--- src/rtl/bw_gate_pkg.sv ---
package bw_gate_pkg;
  typedef enum logic [1:0] {
    CMD_READ  = 2'b00,
    CMD_WRITE = 2'b01,
    CMD_RSV2  = 2'b10,
    CMD_RSV3  = 2'b11
  } gate_cmd_e;

  function automatic logic cmd_is_legal(input logic [1:0] c);
    return (c == CMD_READ) || (c == CMD_WRITE);
  endfunction
endpackage

--- src/rtl/bw_dur_calc.sv ---
module bw_dur_calc #(
  parameter int SIZE_W = 7,
  parameter int COST_W = 4,
  localparam int DUR_W = SIZE_W + COST_W
) (
  input  logic [SIZE_W-1:0] size,
  input  logic [COST_W-1:0] cost,
  output logic [DUR_W-1:0]  dur
);
  // full-width product: SIZE_W+COST_W bits cannot wrap
  always_comb dur = DUR_W'(size) * DUR_W'(cost);
endmodule

--- src/rtl/bw_busy_timer.sv ---
module bw_busy_timer #(
  parameter int DUR_W = 11
) (
  input  logic             clk,
  input  logic             rst,
  input  logic             load,
  input  logic [DUR_W-1:0] dur,
  input  logic             req_valid,
  output logic             ready,
  output logic             retry_pulse
);
  logic [DUR_W-1:0] cnt_q, cnt_d;
  logic pend_q, pend_d;
  logic busy, expire, refused;

  always_comb begin
    busy    = (cnt_q != '0);
    expire  = (cnt_q == DUR_W'(1));
    refused = req_valid && !ready;
    if (load && dur != '0)      cnt_d = dur;
    else if (busy)              cnt_d = cnt_q - DUR_W'(1);
    else                        cnt_d = cnt_q;
    pend_d = expire ? 1'b0 : (pend_q || refused);
  end

  always_ff @(posedge clk) begin
    if (rst) begin
      cnt_q       <= '0;
      pend_q      <= 1'b0;
      ready       <= 1'b1;
      retry_pulse <= 1'b0;
    end else begin
      cnt_q       <= cnt_d;
      pend_q      <= pend_d;
      ready       <= (cnt_d == '0) && !pend_d;
      retry_pulse <= expire && (pend_q || refused);
    end
  end

  // a nonzero load drops ready on the next cycle
  p_load_busy_r2: assert property (@(posedge clk) disable iff (rst)
    (load && dur != '0) |=> !ready);
  // a zero-length load from idle keeps ready high
  p_zero_idle_r3: assert property (@(posedge clk) disable iff (rst)
    (load && dur == '0 && !busy && !pend_q) |=> ready);
  // an offer during hold-off leaves a retry obligation or a pulse
  p_refuse_owed_r4: assert property (@(posedge clk) disable iff (rst)
    (busy && req_valid) |=> (pend_q || retry_pulse));
  // retry is a single-cycle pulse, coincident with ready
  p_pulse_single_r5: assert property (@(posedge clk) disable iff (rst)
    retry_pulse |=> !retry_pulse);
  p_pulse_ready_r5: assert property (@(posedge clk) disable iff (rst)
    retry_pulse |-> ready);
endmodule

--- src/rtl/bw_req_fwd.sv ---
module bw_req_fwd #(
  parameter int ADDR_W = 32,
  parameter int SIZE_W = 7
) (
  input  logic              clk,
  input  logic              rst,
  input  logic              accept,
  input  logic              legal,
  input  logic              need_rsp,
  input  logic              is_write,
  input  logic [ADDR_W-1:0] addr,
  input  logic [SIZE_W-1:0] size,
  output logic              fwd_valid,
  output logic [ADDR_W-1:0] fwd_addr,
  output logic [SIZE_W-1:0] fwd_size,
  output logic              fwd_write,
  output logic              cmd_error
);
  logic take;
  always_comb take = accept && legal && need_rsp;

  always_ff @(posedge clk) begin
    if (rst) begin
      fwd_valid <= 1'b0;
      cmd_error <= 1'b0;
    end else begin
      fwd_valid <= take;
      if (accept && !legal) cmd_error <= 1'b1;
    end
  end

  always_ff @(posedge clk) begin
    if (take) begin
      fwd_addr  <= addr;
      fwd_size  <= size;
      fwd_write <= is_write;
    end
  end

  // error flag is sticky
  p_err_sticky_r6: assert property (@(posedge clk) disable iff (rst)
    cmd_error |=> cmd_error);
  // no-response requests produce no forward strobe
  p_no_rsp_r7: assert property (@(posedge clk) disable iff (rst)
    (accept && !need_rsp) |=> !fwd_valid);
endmodule

--- src/rtl/bw_req_gate.sv ---
module bw_req_gate #(
  parameter int ADDR_W   = 32,
  parameter int MAX_SIZE = 64,
  parameter int COST_W   = 4,
  localparam int SIZE_W  = $clog2(MAX_SIZE + 1),
  localparam int DUR_W   = SIZE_W + COST_W
) (
  input  logic              clk,
  input  logic              rst,
  input  logic [COST_W-1:0] cost_per_byte,
  input  logic              req_valid,
  output logic              req_ready,
  input  logic [ADDR_W-1:0] req_addr,
  input  logic [1:0]        req_cmd,
  input  logic [SIZE_W-1:0] req_size,
  input  logic              req_need_rsp,
  output logic              fwd_valid,
  output logic [ADDR_W-1:0] fwd_addr,
  output logic [SIZE_W-1:0] fwd_size,
  output logic              fwd_write,
  output logic              retry_pulse,
  output logic              cmd_error
);
  import bw_gate_pkg::*;

  logic accept, legal, load;
  logic [DUR_W-1:0] dur;

  always_comb begin
    accept = req_valid && req_ready;
    legal  = cmd_is_legal(req_cmd);
    load   = accept && legal;
  end

  bw_dur_calc #(.SIZE_W(SIZE_W), .COST_W(COST_W)) u_dur (
    .size(req_size), .cost(cost_per_byte), .dur(dur)
  );

  bw_busy_timer #(.DUR_W(DUR_W)) u_timer (
    .clk(clk), .rst(rst), .load(load), .dur(dur), .req_valid(req_valid),
    .ready(req_ready), .retry_pulse(retry_pulse)
  );

  bw_req_fwd #(.ADDR_W(ADDR_W), .SIZE_W(SIZE_W)) u_fwd (
    .clk(clk), .rst(rst), .accept(accept), .legal(legal),
    .need_rsp(req_need_rsp), .is_write(req_cmd == CMD_WRITE),
    .addr(req_addr), .size(req_size),
    .fwd_valid(fwd_valid), .fwd_addr(fwd_addr), .fwd_size(fwd_size),
    .fwd_write(fwd_write), .cmd_error(cmd_error)
  );

  // refused offers are never forwarded
  p_refused_quiet_r4: assert property (@(posedge clk) disable iff (rst)
    (req_valid && !req_ready) |=> !fwd_valid);
  // illegal commands start no hold-off
  p_illegal_idle_r6: assert property (@(posedge clk) disable iff (rst)
    (accept && !legal) |=> req_ready);
endmodule

--- config.mk ---
export PLATFORM = sky130hd
export DESIGN_NAME = bw_req_gate
export DESIGN_NICKNAME = d
export VERILOG_FILES = /design/src/rtl/bw_gate_pkg.sv /design/src/rtl/bw_dur_calc.sv /design/src/rtl/bw_busy_timer.sv /design/src/rtl/bw_req_fwd.sv /design/src/rtl/bw_req_gate.sv
export SDC_FILE = /design/constraint.sdc
export NUM_CORES = 1
export LEC_CHECK = 0
export BUFFER_PORTS_ARGS = -buffer_cell sky130_fd_sc_hd__buf_2
export CELL_PAD_IN_SITES_DETAIL_PLACEMENT = 1
export CELL_PAD_IN_SITES_GLOBAL_PLACEMENT = 1
export CORE_MARGIN = 1.5
export CORE_UTILIZATION = 37
export CTS_BUF_LIST = sky130_fd_sc_hd__clkbuf_4
export DETAILED_ROUTE_END_ITERATION = 16
export GPL_ROUTABILITY_DRIVEN = 1
export PLACE_DENSITY = 0.8
export SYNTH_ARGS = -nofsm -noshare
export SYNTH_HDL_FRONTEND = slang
export SYNTH_SLANG_ARGS = --single-unit
--- constraint.sdc ---
create_clock -name clk -period 4.8 [get_ports clk]
set_clock_uncertainty 0.1 [all_clocks]
set_input_delay 1.44 -clock clk [delete_from_list [all_inputs] [get_ports clk]]
set_output_delay 1.44 -clock clk [all_outputs]
set_load 0.01 [all_outputs]
==> metrics.cfg, run 1 <==
[power]
comb_power_share_pct=46.9
swShare_pct=39.08
p_per_area_nw_per_um2=403.5
p_leak_nw=1.731
power_frac_clock_pct=14.0
p_seq_share_pct=39.1
power_w=0.001599
ir_worst_vdd_uv=147.0
switchingPower_w=0.0006248
internal_power_w=0.0009742

[worst_setup_path]
rr_endpoint=u_timer.ready
cp-end-kind=flop
reg2regPathDepth=7
path_common_cell=buf_4
startpoint=req_size[2]
start_kind=primary input
path_cells=buf_2 -> buf_4 -> and2_1 -> fa_1 -> fa_1 -> ha_2 -> o211ai_1 -> buf_4 -> o211a_1 -> o211ai_1 -> nor2_1 -> buf_4 -> a31oi_4 -> buf_4 -> nor2_1 -> a211oi_1
rrSetupSlack_ps=2080
cp.depth=16
critical_path_arrival_ps=4920
max_stage_delay_ps=520
critPathKind=primary input to flop
cp_slowest_cell=fa_1
path_max_fanout=6
required_ps=5020
crit_buf_inv=5
cp_top_family=adder cells
crit_path_end=u_timer.cnt_q[3]
r2r_start=u_timer.cnt_q[4]

[logic_synthesis]
synth_async_sr_flop_share_pct=0
synth_area_um2=3018
yosysWarnings=0
ys_ff_latch=56
avgSynthCellArea_um2=11.88
synth_area_leaders=edfxtp_1, dfxtp_1, ha_1
ys.flop_type=edfxtp_1
syn-num-nets=331
yosysUniqueCellTypes=53
yosysTopAreaCell=edfxtp_1
yosysTopAreaCellShare_pct=39.80
ys_seq_area_share_pct=50.41
synth_edf_count=40
synth_cells=254

[routing]
drtPass1Iterations=4
wl_per_cell_um=17.17
dr_total_vias=2520
viasPerCell=5.132
drt_iter0_drc=94
drc=0
ant_nets=0
drt-total-wl_mm=8.430

[sta]
finalMaxSlewViolations=0
period_share_pct=98.02
finalSetupViolations=0
tns_ps=0
min_period_ps=4705
hold_violations=0
holdWs_ps=415.3
timing.fmax_mhz=212.5
tightest_slew_ps=951.4
slew_headroom_pct=36.57

[place]
dpl.cell_count=482
dp_hpwl_mm=7.005
gp_congestion=0.8918
numPortBuffers=92

[global_route]
antenna_found_initial=0
grt_pass1_wl_mm=13.52
grt_remaining_overflow=0
grt_pass1_vias=2709
grt_max_degree=41
track_usage_pct=20.29

[finish]
largest_reg_flops=32
final_cells=491
multi_input_area_um2=1458
fin_nets=465
layout-area-overhead-vs-synth_pct=31.30
drive_above_1_share_pct=39.59
nFillCells=898
regArea_um2=1521
reg_top3=u_fwd.fwd_addr x32, u_timer.cnt_q x11, u_fwd.fwd_size x7
diodes=0
top_register=u_fwd.fwd_addr

[clock_network]
htreeDepth=2
path_clk_slew_ps=160
clkLatencyLatePin_ps=400
cts_tree=built
cts_hold_buf=0
clock-sinks=56
clockBufferDepth=2
root_buffer=clkbuf_4
cts_buffers=5

[job]
cap_violations=0

[floorplan]
std_cell_rows=32
die_w_um=93.32
core_um2=7807
ios=93
start_util_pct=38.65
dieArea_um2=8708
fp.dieH_um=93.32

[outcome]
outcome=finished clean

[worst_hold_path]
holdCritPathClass=flop to flop

[metal layers]
metal  track usage, %  wire (um)
met5                0          0
met4            7.576        236
met3            3.577        442
met2            38.35       4493
met1            22.32       3258
[cells by family after synthesis]
family,Yosys count,share of synthesized area (%)
compound gates,44,10.37
fa+ha+maj,28,14.10
flops,56,50.41
mux,7,2.363
xor+xnor,10,2.902
simple gates,94,17.70
buf+inv,15,2.155
[worst min path at each step]
stage / to / depth (start not counted) / from / slack, ps
finish: u_fwd.cmd_error / 2 / u_fwd.cmd_error / 420
global route: u_fwd.cmd_error / 2 / u_fwd.cmd_error / 460
CTS: u_fwd.cmd_error / 2 / u_fwd.cmd_error / 430
detailed placement: u_fwd.cmd_error / 2 / u_fwd.cmd_error / 390
global placement: u_fwd.cmd_error / 2 / u_fwd.cmd_error / 350
floorplan: u_timer.retry_pulse / 2 / u_timer.pend_q / 400
[power by group through the flow]
stage	Combinational, W	Sequential (W)	Clock (W)
2_1_floorplan	0.000502	0.000622	0
3_3_place_gp	0.000695	0.000628	0
3_5_place_dp	0.000739	0.000634	0
4_1_cts	0.000745	0.000624	0.000233
5_1_grt	0.000825	0.000631	0.000249
6_report	0.000750	0.000625	0.000224
[cell usage after synthesis (3+ instances only)]
cell	n
nand2_1	13
nor2_1	23
edfxtp_1	40
inv_1	12
dfxtp_1	16
nand4_1	4
nor2b_1	4
o21ai_0	6
o21a_1	4
nand3_1	3
ha_1	18
a21oi_1	10
a211oi_1	4
xor2_1	5
fa_1	10
mux2i_1	6
xnor2_1	5
nor4_1	4
and2_1	26
o211ai_1	3
[what timing repair did]
| item | 4_1_cts | 5_1_grt |
|---|---|---|
| endpoints found under the hold margin | 0 | 0 |
| resized for setup | 0 | 2 |
| setup endpoints to repair | 0 | 7 |
| buffers inserted | 0 | 1 |
[metrics by stage]
stage | utilization (%) | setup WS [ps] | area [um2]
global placement | 49.74 | -200.4 | 3884
CTS | 50.58 | 109.2 | 3949
finish | 50.75 | 94.98 | 3963
global route | 50.75 | -20.99 | 3963
floorplan | - | 41.91 | 3043
detailed placement | 49.74 | -323.9 | 3884
[layout make-up]
type / instances / share of cell area, %
clock buffers: 5 / 0.9473
clock inverters: 3 / 0.6947
inverters: 12 / 1.137
multi-input cells: 183 / 36.79
flip-flops and latches: 56 / 38.40
well taps: 102 / 3.221
repair buffers: 130 / 18.82
[cells in the final DEF, fill, tap and decap left out, types with 5 or more instances in the layout]
| cell type | instances |
|---|---|
| buf_2 | 92 |
| edfxtp_1 | 40 |
| buf_4 | 38 |
| and2_1 | 25 |
| nor2_1 | 23 |
| ha_1 | 17 |
| dfxtp_1 | 16 |
| nand2_1 | 13 |
| inv_1 | 12 |
| a21oi_1 | 9 |
| fa_1 | 9 |
| o21ai_0 | 6 |
| mux2i_1 | 6 |
| xnor2_1 | 5 |
| xor2_1 | 5 |
| clkbuf_4 | 5 |
[worst min-delay path, delay by kind of cell (launching register included)]
family          cells  cell delay [ps]
flops               1              360
compound gates      1               50
simple gates        1               80
(Power assumes the default switching activity.)
==> inputs of run 2 (changes only) <==
Settings changed: BUFFER_PORTS_ARGS -buffer_cell sky130_fd_sc_hd__buf_2 to -buffer_cell sky130_fd_sc_hd__buf_4.
==> metrics.cfg, run 2 (synthesis results as in run 1) <==
[finish]
nFillCells=854  ; was 898
final_cells=491  ; unchanged
largest_reg_flops=32  ; unchanged
drive_above_1_share_pct=40.36  ; was 39.59%
reg_top3=u_fwd.fwd_addr x32, u_timer.cnt_q x11, u_fwd.fwd_size x7  ; unchanged
layout-area-overhead-vs-synth_pct=39.97  ; was 31.30%
top_register=u_fwd.fwd_addr  ; unchanged
final_common_cell=buf_4  ; was buf_2
fin_nets=465  ; unchanged
final_cell_mix=buf_4, edfxtp_1, and2_1  ; was buf_2, edfxtp_1, buf_4
final_area_um2=4224  ; was 3963 um2
regArea_um2=1521  ; unchanged
diodes=0  ; unchanged
multi_input_area_um2=1503  ; was 1458 um2

[clock_network]
cts_hold_buf=0  ; unchanged
cts_buffers=5  ; unchanged
path_clk_slew_ps=160  ; about the same
clock-sinks=56  ; unchanged
root_buffer=clkbuf_4  ; unchanged
htreeDepth=2  ; unchanged
cts_tree=built  ; unchanged
clkLatencyLatePin_ps=370  ; was 400 ps
clockBufferDepth=2  ; unchanged

[global_route]
track_usage_pct=20.82  ; was 20.29%
grt_max_degree=41  ; unchanged
grt_pass1_wl_mm=13.90  ; was 13.52 mm
grt_remaining_overflow=0  ; unchanged
grt_pass1_vias=2714  ; was 2,709
antenna_found_initial=0  ; unchanged

[floorplan]
ios=93  ; unchanged
core_um2=7807  ; unchanged
die_w_um=93.32  ; unchanged
fp.dieH_um=93.32  ; unchanged
start_util_pct=38.65  ; unchanged
std_cell_rows=32  ; unchanged
dieArea_um2=8708  ; unchanged

[worst_setup_path]
path_max_fanout=7  ; was 6
cp_slowest_cell=fa_1  ; unchanged
critPathKind=primary input to flop  ; unchanged
path_cells=buf_4 -> and2_1 -> fa_1 -> fa_1 -> inv_2 -> fa_2 -> nand2b_4 -> a2111o_1 -> o211ai_1 -> nor4_4 -> buf_4 -> a31oi_4 -> mux2_2 -> nor2_1  ; was buf_2 -> buf_4 -> and2_1 -> fa_1 -> fa_1 -> ha_2 -> o211ai_1 -> buf_4 -> o211a_1 -> o211ai_1 -> nor2_1 -> buf_4 -> a31oi_4 -> buf_4 -> nor2_1 -> a211oi_1
cp-end-kind=flop  ; unchanged
start_kind=primary input  ; unchanged
critical_path_arrival_ps=4920  ; about the same
required_ps=5030  ; was 5020 ps
max_stage_delay_ps=550  ; was 520 ps

[place]
dp_hpwl_mm=6.938  ; was 7.005 mm
place_area_um2=4084  ; was 3884 um2
gp_congestion=0.7882  ; was 0.8918
numPortBuffers=92  ; unchanged
dpl.cell_count=478  ; was 482

[sta]
finalMaxSlewViolations=0  ; unchanged
timing.fmax_mhz=213.1  ; was 212.5 MHz
min_period_ps=4693  ; was 4705 ps
slew_headroom_pct=38.21  ; was 36.57%
tightest_slew_ps=926.8  ; was 951.4 ps
hold_violations=0  ; unchanged
period_share_pct=97.78  ; was 98.02%
finalSetupViolations=0  ; unchanged
rsz0062_at_grt=yes

[routing]
drc=0  ; unchanged
wl_per_cell_um=17.63  ; was 17.17 um
ant_nets=0  ; unchanged
drt_iter0_drc=96  ; was 94
drt-total-wl_mm=8.657  ; was 8.430 mm
drtPass1Iterations=5  ; was 4
dr_total_vias=2511  ; was 2,520
viasPerCell=5.114  ; was 5.132

[power]
ir_worst_vdd_uv=157.4  ; was 147.0 uV
p_leak_nw=1.811  ; was 1.731 nW
p_per_area_nw_per_um2=382.2  ; was 403.5 nW/um2

[worst_hold_path]
holdCritPathClass=flop to flop  ; unchanged

[outcome]
outcome=finished clean  ; unchanged

[job]
cap_violations=0  ; unchanged

==> run 2: changes by cell type in the layout (fill, tap and decap cells not counted), sizes merged <==
cell / before / now
a31oi: 2 / 3
clkinvlp: 1 / 0
buf: 130 / 129
clkinv: 1 / 2
==> run 2: worst max-delay path, delay by kind of cell <==
family                   cells  cell delay, ps
multiplexers                 1             370
AO/OA/AOI/OAI                3             840
AND/OR/NAND/NOR              4             470
adder cells (fa/ha/maj)      3            1440
buffers and inverters        3             370
==> run 2: final cells by class <==
type / instances / share of cell area [%]
Clock buffer: 5 / 0.8886
Clock inverter: 3 / 0.4147
Inverter: 12 / 1.066
Multi-Input combinational cell: 184 / 35.57
Sequential cell: 56 / 36.02
Tap cell: 102 / 3.021
Timing Repair Buffer: 129 / 23.02
==> run 2: power by group <==
part	total [W]	internal (W)	leakage [nW]	switching, W
clock network	0.000206	0.0000572	0.0330	0.000149
logic	0.000784	0.000361	1.28	0.000423
registers	0.000624	0.000568	0.495	0.0000556
==> run 2: layer usage <==
layer	vias up	routed length (um)	GRT usage (%)
li1	1195	-	-
met4	0	212	6.818
met3	17	517	4.065
met1	1208	3410	24.00
met2	91	4517	38.22
met5	-	0	0
==> run 2: stage by stage <==
step	TNS, ps	utilization [%]	worst slack, ps	hold WS (ps)	total power, W
6_report	0	54.10	106.6	421.5	0.001614
5_1_grt	-210.2	54.10	-64.33	475.0	0.001731
4_1_cts	0	53.04	7.302	446.5	0.001586
3_5_place_dp	-3881	52.31	-439.3	411.4	0.001372
3_3_place_gp	-2142	52.31	-282.7	355.0	0.001334
2_1_floorplan	0	-	41.91	401.3	0.001124
==> run 2: final timing paths <==
check | slack, ps | depth (start not counted) | endpoint | startpoint
setup / recovery | 110 | 14 | u_timer.cnt_q[0] | cost_per_byte[2]
hold reg to reg | 420 | 2 | u_fwd.cmd_error | u_fwd.cmd_error
hold / removal | 420 | 2 | u_fwd.cmd_error | u_fwd.cmd_error
setup reg to reg | 2020 | 7 | u_timer.ready | u_timer.cnt_q[5]
==> run 2: timing repair <==
action | CTS | global route
endpoints found under the setup margin | 2 | 9
cloned | 0 | 1
pin swaps | 0 | 12
buffers inserted | 0 | 4
gates resized for setup | 1 | 8
